`config.mk`:
```
export PLATFORM = sky130hd
export DESIGN_NAME = alc_ctrl
export DESIGN_NICKNAME = d
export VERILOG_FILES = /design/src/rtl/alc_pkg.sv /design/src/rtl/alc_peak.sv /design/src/rtl/alc_timer.sv /design/src/rtl/alc_gain.sv /design/src/rtl/alc_ctrl.sv
export SDC_FILE = /design/constraint.sdc
export NUM_CORES = 1
export LEC_CHECK = 0
export BUFFER_PORTS_ARGS = -buffer_cell sky130_fd_sc_hd__buf_2
export CORE_ASPECT_RATIO = 1.75
export CORE_MARGIN = 2
export CORE_UTILIZATION = 50
export DETAILED_ROUTE_END_ITERATION = 8
export PLACE_DENSITY = 0.69
export SETUP_SLACK_MARGIN = 0.02
export SLEW_MARGIN = 10
export SYNTH_ARGS = -nofsm -noshare
export SYNTH_HDL_FRONTEND = slang
export SYNTH_SLANG_ARGS = --single-unit
```
`constraint.sdc`:
```
create_clock -name clk -period 19.1 [get_ports clk]
set_input_delay 2.865 -clock clk [delete_from_list [all_inputs] [get_ports clk]]
set_output_delay 2.865 -clock clk [all_outputs]
set_load 0.02 [all_outputs]
```
`src/rtl/alc_pkg.sv`:
```
package alc_pkg;

  typedef enum logic [1:0] {
    MODE_OFF   = 2'b00,
    MODE_RIGHT = 2'b01,
    MODE_LEFT  = 2'b10,
    MODE_BOTH  = 2'b11
  } alc_mode_e;

  localparam int NUM_CH = 2;
  localparam int CH_L   = 0;
  localparam int CH_R   = 1;

endpackage

```
`src/rtl/alc_peak.sv`:
```
module alc_peak #(
  parameter int SMP_W = 16
) (
  input  logic                    clk,
  input  logic                    rst_n,
  input  logic                    smp_vld,
  input  logic                    clr,
  input  logic signed [SMP_W-1:0] smp,
  output logic [SMP_W-2:0]        pk_now
);

  logic [SMP_W-1:0] neg;
  logic [SMP_W-2:0] mag;
  logic [SMP_W-2:0] pk_q;
  logic [SMP_W-2:0] pk_d;

  always_comb begin
    neg = ~smp + 1'b1;
    if (smp[SMP_W-1]) begin
      mag = neg[SMP_W-1] ? '1 : neg[SMP_W-2:0];
    end else begin
      mag = smp[SMP_W-2:0];
    end
    pk_now = (smp_vld && (mag > pk_q)) ? mag : pk_q;
  end

  always_comb begin
    if (clr) begin
      pk_d = '0;
    end else if (smp_vld) begin
      pk_d = pk_now;
    end else begin
      pk_d = pk_q;
    end
  end

  always_ff @(posedge clk or negedge rst_n) begin
    if (!rst_n) begin
      pk_q <= '0;
    end else begin
      pk_q <= pk_d;
    end
  end

endmodule

```
`src/rtl/alc_timer.sv`:
```
module alc_timer #(
  parameter int TIME_W = 4
) (
  input  logic              clk,
  input  logic              rst_n,
  input  logic              smp_vld,
  input  logic              load,
  input  logic              over,
  input  logic              under,
  input  logic [TIME_W-1:0] t_attack,
  input  logic [TIME_W-1:0] t_hold,
  input  logic [TIME_W-1:0] t_decay,
  output logic              win_end,
  output logic              step_dn,
  output logic              step_up
);

  localparam int CNT_W = 1 << TIME_W;

  logic [CNT_W-1:0]  cnt_q, cnt_d;
  logic              held_q, held_d;
  logic [TIME_W-1:0] sel;
  logic [CNT_W:0]    win_len;
  logic [CNT_W:0]    cnt_inc;

  always_comb begin
    if (over) begin
      sel = t_attack;
    end else if (under) begin
      sel = held_q ? t_decay : t_hold;
    end else begin
      sel = t_attack;
    end
    win_len = {{CNT_W{1'b0}}, 1'b1} << sel;
    cnt_inc = {1'b0, cnt_q} + 1'b1;
    win_end = smp_vld && !load && (cnt_inc >= win_len);
    step_dn = win_end && over;
    step_up = win_end && under && held_q;
  end

  always_comb begin
    cnt_d  = cnt_q;
    held_d = held_q;
    if (load) begin
      cnt_d  = '0;
      held_d = 1'b0;
    end else if (win_end) begin
      cnt_d  = '0;
      held_d = under;
    end else if (smp_vld) begin
      cnt_d  = cnt_inc[CNT_W-1:0];
    end
  end

  always_ff @(posedge clk or negedge rst_n) begin
    if (!rst_n) begin
      cnt_q  <= '0;
      held_q <= 1'b0;
    end else begin
      cnt_q  <= cnt_d;
      held_q <= held_d;
    end
  end

endmodule

```
`src/rtl/alc_gain.sv`:
```
module alc_gain #(
  parameter int GAIN_W = 6
) (
  input  logic              clk,
  input  logic              rst_n,
  input  logic              load,
  input  logic [GAIN_W-1:0] seed,
  input  logic              win_end,
  input  logic              step_dn,
  input  logic              step_up,
  input  logic              gated,
  input  logic [GAIN_W-1:0] cap,
  output logic [GAIN_W-1:0] g
);

  logic [GAIN_W-1:0] g_d;

  always_comb begin
    g_d = g;
    if (load) begin
      g_d = seed;
    end else if (win_end) begin
      if (g > cap) begin
        g_d = cap;
      end else if (step_dn && (g != '0)) begin
        g_d = g - 1'b1;
      end else if (step_up && !gated && (g < cap)) begin
        g_d = g + 1'b1;
      end
    end
  end

  always_ff @(posedge clk or negedge rst_n) begin
    if (!rst_n) begin
      g <= '0;
    end else begin
      g <= g_d;
    end
  end

endmodule

```
`src/rtl/alc_ctrl.sv`:
```
module alc_ctrl
  import alc_pkg::*;
#(
  parameter int SMP_W  = 16,
  parameter int GAIN_W = 6,
  parameter int TIME_W = 4,
  parameter int LVL_W  = 4,
  parameter int GATE_W = 5,
  parameter int MAXG_W = 3
) (
  input  logic                    clk,
  input  logic                    rst_n,
  input  logic                    smp_vld,
  input  logic signed [SMP_W-1:0] smp_l,
  input  logic signed [SMP_W-1:0] smp_r,
  input  logic [1:0]              cfg_mode,
  input  logic [LVL_W-1:0]        cfg_target,
  input  logic [TIME_W-1:0]       cfg_attack,
  input  logic [TIME_W-1:0]       cfg_hold,
  input  logic [TIME_W-1:0]       cfg_decay,
  input  logic [MAXG_W-1:0]       cfg_maxgain,
  input  logic                    cfg_gate_en,
  input  logic [GATE_W-1:0]       cfg_gate_thr,
  input  logic [GAIN_W-1:0]       man_gain_l,
  input  logic [GAIN_W-1:0]       man_gain_r,
  output logic [GAIN_W-1:0]       gain_l,
  output logic [GAIN_W-1:0]       gain_r
);

  localparam int MAG_W = SMP_W - 1;

  logic [1:0]              mode_q;
  logic                    load;
  logic                    win_end;
  logic                    step_dn;
  logic                    step_up;
  logic                    over;
  logic                    under;
  logic                    gated;
  logic [MAG_W-1:0]        pk_ch [NUM_CH];
  logic [MAG_W-1:0]        pk_sel;
  logic [LVL_W-1:0]        lvl;
  logic [GATE_W-1:0]       lvl_gate;
  logic [GAIN_W-1:0]       cap;
  logic [GAIN_W-1:0]       seed;
  logic [GAIN_W-1:0]       gain_q;
  logic signed [SMP_W-1:0] smp_ch [NUM_CH];

  assign smp_ch[CH_L] = smp_l;
  assign smp_ch[CH_R] = smp_r;

  // restart the loop whenever the mode is off or has just changed
  assign load = (cfg_mode == MODE_OFF) || (cfg_mode != mode_q);

  always_ff @(posedge clk or negedge rst_n) begin
    if (!rst_n) begin
      mode_q <= MODE_OFF;
    end else begin
      mode_q <= cfg_mode;
    end
  end

  for (genvar ch = 0; ch < NUM_CH; ch++) begin : g_peak
    alc_peak #(.SMP_W(SMP_W)) u_peak (
      .clk     (clk),
      .rst_n   (rst_n),
      .smp_vld (smp_vld),
      .clr     (win_end || load),
      .smp     (smp_ch[ch]),
      .pk_now  (pk_ch[ch])
    );
  end

  always_comb begin
    case (cfg_mode)
      MODE_LEFT:  pk_sel = pk_ch[CH_L];
      MODE_RIGHT: pk_sel = pk_ch[CH_R];
      default:    pk_sel = (pk_ch[CH_L] > pk_ch[CH_R]) ? pk_ch[CH_L] : pk_ch[CH_R];
    endcase
    lvl      = pk_sel[MAG_W-1 -: LVL_W];
    lvl_gate = pk_sel[MAG_W-1 -: GATE_W];
    over     = lvl > cfg_target;
    under    = lvl < cfg_target;
    gated    = cfg_gate_en && (lvl_gate < cfg_gate_thr);
    cap      = {cfg_maxgain, {(GAIN_W-MAXG_W){1'b1}}};
    seed     = (cfg_mode == MODE_RIGHT) ? man_gain_r : man_gain_l;
  end

  alc_timer #(.TIME_W(TIME_W)) u_timer (
    .clk      (clk),
    .rst_n    (rst_n),
    .smp_vld  (smp_vld),
    .load     (load),
    .over     (over),
    .under    (under),
    .t_attack (cfg_attack),
    .t_hold   (cfg_hold),
    .t_decay  (cfg_decay),
    .win_end  (win_end),
    .step_dn  (step_dn),
    .step_up  (step_up)
  );

  alc_gain #(.GAIN_W(GAIN_W)) u_gain (
    .clk     (clk),
    .rst_n   (rst_n),
    .load    (load),
    .seed    (seed),
    .win_end (win_end),
    .step_dn (step_dn),
    .step_up (step_up),
    .gated   (gated),
    .cap     (cap),
    .g       (gain_q)
  );

  always_comb begin
    gain_l = cfg_mode[1] ? gain_q : man_gain_l;
    gain_r = cfg_mode[0] ? gain_q : man_gain_r;
  end

endmodule

```
# == Word-level counts from Yosys, hierarchy flattened ==
# Index checks and enable logic that the tools add are counted.
# totals
reg_bits,55
inputBits,74
elab_cells,76
out_inout_bits,12
# classes
magnitude_cmp,9
add_sub_neg,5
n_shift,1
n_eq_ne,3
n_reduce_logical,22
muxes,28
bitwise,2
# op_table
cell,n
$mux 15,11
$mux 16,3
$mux 6,8
$gt 15x15->1,3
$add 16x1->16 const B,2
$not 16->16,2
$pmux 15 s2,1
$add 16x1->17 const B,1
$ge 17x17->1,1
$shl 1x4->17 const A,1
$mux 4,3
$logic_and 1x1->1,11
$add 6x1->6 const B,1
$gt 6x6->1,1
$lt 6x6->1,1
$reduce_bool 6->1,1
$sub 6x1->6 const B,1
$lt 5x5->1,1
$gt 4x4->1,1
$lt 4x4->1,1
$reduce_bool 2->1,2
$reduce_bool 4->1,1
$reduce_bool 3->1,1
$eq 2x1->1 const B,1
7 further kinds,10

# == Depth between registers and ports, before layout ==
# logic_depth
depth_word,25
mapped_depth,55
ltp_nobuf,54

# == Cells and area by module ==
# From an unflattened synthesis, not the netlist that was laid out.
# unflattened
cells_unflattened,849
area_unflattened_um2,7068.0
# modules_own_cells
mod,instances,seq_area_each_um2,cells_each,area_per_inst_um2
alc_peak,2,375.4,210,1790.5
alc_timer,1,425.4,213,1649.1
alc_ctrl,1,50.0,132,1084.8
alc_gain,1,150.1,84,753.2

# == Worst setup path after synthesis ==
# Ideal clock, no wire load.
# synth_timing
path_kind,in2reg
startpoint,in smp_r[5]
endpoint,reg u_gain.g[5]
path_buffers,3
setup_slack_ns,6.600
setup_time_ns,0.125
path_stages,54
arrival_time_ns,12.375
required_ns,18.975
cell_sequence,or3_1 buf_2 o41a_1 nor2_1 xnor2_1 nor2_1 inv_1 ha_1 nand4_1 nor3_2 o31ai_1 a221oi_4 clkbuf_1 nor2_1 a21oi_1 ha_1 a21o_1 a21o_1 [18 not listed] a21oi_1 o21ai_0 a2111oi_0 a21oi_1 o211ai_1 a21oi_1 nand2_1 inv_1 ha_1 a21o_1 a21oi_1 o21bai_1 a21oi_1 xnor2_1 xnor2_1 o21ai_0 o2bb2ai_1 mux2_4
# synth_between
elab_chain_len,22
elab_cells_between_ends,33
classes_between,add/sub (1); order compare (6); shift (1); mux (11); bitwise (1); reduce/logical (13)
# synth_lines
item,line,source
start: declaration,alc_ctrl.sv:15,"input logic signed [SMP_W-1:0] smp_r,"
$not 16->16,alc_peak.sv:18,neg = ~smp + 1'b1;
$add 16x1->16,alc_peak.sv:18,
$mux 15,alc_peak.sv:20,mag = neg[SMP_W-1] ? '1 : neg[SMP_W-2:0];
$mux 15 (*),alc_peak.sv:19,if (smp[SMP_W-1]) begin
$gt 15x15->1,alc_peak.sv:24,pk_now = (smp_vld && (mag > pk_q)) ? mag : pk_q;
$logic_and 1x1->1,alc_peak.sv:24,
$mux 15 (*),alc_peak.sv:24,
$gt 15x15->1,alc_ctrl.sv:78,default: pk_sel = (pk_ch[CH_L] > pk_ch[CH_R]) ? pk_ch[CH_L] : pk_ch[CH_R];
[6 not listed],n/a,
$ge 17x17->1,alc_timer.sv:36,win_end = smp_vld && !load && (cnt_inc >= win_len);
$logic_and 1x1->1,alc_timer.sv:36,
"$logic_and 1x1->1, on equally long branches","alc_timer.sv:37, alc_timer.sv:38",
"$logic_and 1x1->1, on equally long branches","alc_gain.sv:25, alc_timer.sv:38",
$mux 6 or $logic_and 1x1->1 (tied branches),"alc_gain.sv:25, alc_gain.sv:27",
$mux 6 or $logic_and 1x1->1 (tied branches),"alc_gain.sv:23, alc_gain.sv:27",
$mux 6 or $reduce_bool 4->1 (tied branches),n/a,
$mux 6 or $reduce_and 2->1 (tied branches),n/a,
end signal: assignment,alc_gain.sv:37,g <= g_d;
end: declaration,alc_gain.sv:13,output logic [GAIN_W-1:0] g
# Every way passes the cells marked *; elsewhere a longest branch is shown, timed or not. The select of a mux whose other input is x is not followed.
# A chain may end at the register's enable or synchronous reset.

# == Worst setup path in the final report ==
# Ends and elaborated chain as after synthesis.

==> impl_metrics.py <==
metrics = {
    "run_status": {
        "status": "complete, no violations",
    },
    "sta": {
        "grt_setup_unrepaired": "false",
        "maxSlewViolCount": 0,
        "layout_worst_path_cycle_share": 0.743,
        "timing.setup.tns_ps": 0,
        "setup-violations-final": 0,
        "maxClockFrequency_mhz": 70.5,
        "whs_ps": 485,
        "timing.clock.skew_ps": 8.91,
        "worst_pin_slew_ps": 1200,
        "timing.max_slew.rel_slack": 0.195,
        "finalCriticalPeriod_ps": 14190,
        "layout_setup_ws_ps": 4910,
        "hold_viol": 0,
    },
    "synth": {
        "ys_types": 67,
        "top_reg_cell_synth": "sky130_fd_sc_hd__dfrtp_1",
        "syn-cell-area_um2": 6170,
        "post_syn_instances": 781,
        "synthDominantCellAreaShare": 0.223,
        "postSynthRegisterBits": 55,
        "synth_top_cell_by_area": "sky130_fd_sc_hd__dfrtp_1",
        "synth_edf_count": 0,
        "post_synth_main_area_contributors": "sky130_fd_sc_hd__dfrtp_1 (22%), sky130_fd_sc_hd__ha_1 (16%), sky130_fd_sc_hd__o21ai_0 (6.4%), sky130_fd_sc_hd__nand2_1 (6.3%), sky130_fd_sc_hd__a21oi_1 (5.4%)",
        "synth.yosys.seq_area_share": 0.223,
        "ys_async_sr_fraction": 1.00,
        "synth.yosys.warnings": 0,
        "netlist_top_cells_count": "sky130_fd_sc_hd__nand2_1 (103), sky130_fd_sc_hd__ha_1 (81), sky130_fd_sc_hd__o21ai_0 (79)",
        "cell_with_the_most_instances_after_synthesis": "sky130_fd_sc_hd__nand2_1",
        "synthesis.nets": 937,
        "postSynthAreaPerCell_um2": 7.89,
    },
    "cts": {
        "clk_path_buf_depth": 2,
        "clock_insertion_delay_worst_skew_ps": 310,
        "postCtsResizedCells": 0,
        "tritoncts": "built",
        "cts_buffers": 5,
        "ctsRootBufferMaster": "sky130_fd_sc_hd__clkbuf_16",
        "cts.htree.levels": 2,
        "postCtsSetupBuffers": 0,
        "cts.sinks": 55,
        "cts.hold.buffers_added": 0,
        "reg_clk_slew_reported_paths_ps": 80,
    },
    "routing": {
        "via_cell_ratio": 5.84,
        "routed_wirelength_um": 16900,
        "antenna_violating_nets_post_route": 0,
        "detail_route.iter0.violations": 229,
        "detail_route.wl_per_cell_um": 16.6,
        "dr_total_vias": 5936,
        "remaining_drc_errors": 0,
        "drt-pass1-iter-count": 5,
    },
    "critical_path": {
        "critical-path-top-cell-by-count": "sky130_fd_sc_hd__a21oi_1",
        "critical_path.startpoint_type": "input port",
        "critical_path.n_buffers_inverters": 3,
        "worstSetupEndpointType": "flop",
        "worstPathArrival_ps": 14380,
        "required_ps": 19300,
        "worst-path-max-fanout": 28,
        "crit_type": "in -> reg",
        "timing.critical_path.slowest_cell_delay_ps": 960,
        "cpLargestDelayFamily": "compound AO/OA/AOI/OAI gates",
        "crit_slowest_cell": "sky130_fd_sc_hd__a221oi_4",
    },
    "die": {
        "dieHeight_um": 151,
        "die_area_um2": 13300,
        "rows": 53,
        "initial_utilization": 0.514,
        "design.core.area_um2": 12000,
        "floorplan.die.width_um": 87.9,
        "io_pins": 86,
    },
    "placement": {
        "placer_congestion": 0.934,
        "number_of_port_buffers": 85,
        "detailed_place.area_um2": 6720,
        "detailedPlace.worstSlack_ps": 4660,
        "dp_cells": 1008,
        "hpwlAfterDp_um": 13700,
    },
    "finish": {
        "nNetsFinal": 1006,
        "utilization_of_the_core_after_routing": 0.575,
        "layout_cells_sized_above_1": 0.156,
        "fillers": 1158,
        "fin_cells": 1016,
        "area_growth_syn_to_layout_pct": 11.9,
        "antennaDiodeCount": 0,
        "final_area_um2": 6900,
    },
    "power": {
        "p_leak_nw": 3.21,
        "worst_voltage_drop_across_the_vdd_grid_v": 0.0000481,
        "power_density_nw_per_um2": 66.3,
        "p_total_mw": 0.457,
    },
    "global_route": {
        "via_count_of_the_first_global_routing_pass": 5844,
        "grt_pass1_wl_um": 27300,
        "grt_overflow": 0,
        "grt_util_all_layers": 0.260,
        "maximum_number_of_pins_on_one_net_before_global_route_repair": 56,
        "antenna_found_initial": 0,
    },
    "worst_hold_path": {
        "min-delay-path-class": "reg -> reg",
    },
    "flow_run": {
        "cap_viol_max_count": 0,
    },
}
-- flip-flops by register name (all words and copies together), names as in the netlist --
signal,count
u_gain.g,6
mode_q,2
g_peak.u_peak.pk_q,30
u_timer.held_q,1
u_timer.cnt_q,16
-- cell families after synthesis --
group	synth area share
and+or+nand+nor	0.199
AOI/OAI and AO/OA	0.225
buffers and inverters	0.0580
adders and majority gates	0.169
DFF	0.223
xor gates and xnor gates	0.0554
muxes	0.0700
-- per-layer routing --
metal / track usage / part of all wire / vias up
met5: 0 / 0 / -
met4: 0.148 / 0.055 / 0
met3: 0.0223 / 0.027 / 49
met2: 0.483 / 0.54 / 140
met1: 0.278 / 0.38 / 2827
li1: - / - / 2920
-- layout make-up --
type	instances	area, um2	area share
clock buffer	5	125	0.0181
inverter	65	244	0.0354
timing repair buffer	90	463	0.0671
tap	165	206	0.0299
clock inverter	3	47.5	0.00689
sequential	55	1380	0.200
multi-input combinational	633	4430	0.643
-- cells in the final DEF, fill, tap and decap left out, types with 4 or more instances in the layout --
master,n
sky130_fd_sc_hd__a211oi_1,6
sky130_fd_sc_hd__a21o_1,11
sky130_fd_sc_hd__a21oi_1,66
sky130_fd_sc_hd__a22o_1,14
sky130_fd_sc_hd__and2_1,7
sky130_fd_sc_hd__and3_1,4
sky130_fd_sc_hd__and4_1,4
sky130_fd_sc_hd__buf_2,85
sky130_fd_sc_hd__buf_4,5
sky130_fd_sc_hd__clkbuf_16,5
sky130_fd_sc_hd__dfrtp_1,55
sky130_fd_sc_hd__ha_1,81
sky130_fd_sc_hd__inv_1,65
sky130_fd_sc_hd__mux2_2,15
sky130_fd_sc_hd__mux2_4,4
sky130_fd_sc_hd__mux2i_1,18
sky130_fd_sc_hd__nand2_1,103
sky130_fd_sc_hd__nand2b_1,5
sky130_fd_sc_hd__nand3_1,9
sky130_fd_sc_hd__nand4_1,18
sky130_fd_sc_hd__nor2_1,56
sky130_fd_sc_hd__nor2b_1,12
sky130_fd_sc_hd__nor3_1,8
sky130_fd_sc_hd__o21ai_0,79
sky130_fd_sc_hd__o31ai_1,11
sky130_fd_sc_hd__or3_1,8
sky130_fd_sc_hd__xnor2_1,21
sky130_fd_sc_hd__xor2_1,18
-- where the power goes --
group          internal, mW  switching [mW]  leakage (nW)
clock network        0.0629          0.0501        0.0844
registers             0.122         0.00841         0.748
logic                0.0848           0.129          2.38
-- tightest hold or removal path, delay by kind of cell, from the launching register on --
kind	cells	cell delay (ps)
flops	1	350
compound gates	1	60
simple gates	1	40
-- path summary, 6_finish.rpt --
path                       slack (ps)                      start  cells past startpoint                       end
min in group asynchronous        2680                      rst_n                      2          u_timer.cnt_q[5]
setup / recovery                 4910                   smp_r[5]                     51               u_gain.g[5]
setup reg to reg                 8580  g_peak[1].u_peak.pk_q[14]                     45               u_gain.g[5]
hold reg to reg                   490   g_peak[1].u_peak.pk_q[1]                      2  g_peak[1].u_peak.pk_q[1]
hold / removal                    490   g_peak[1].u_peak.pk_q[1]                      2  g_peak[1].u_peak.pk_q[1]
max in group asynchronous       15910                      rst_n                      2  g_peak[1].u_peak.pk_q[9]
Power figures use the tool's default switching activity.
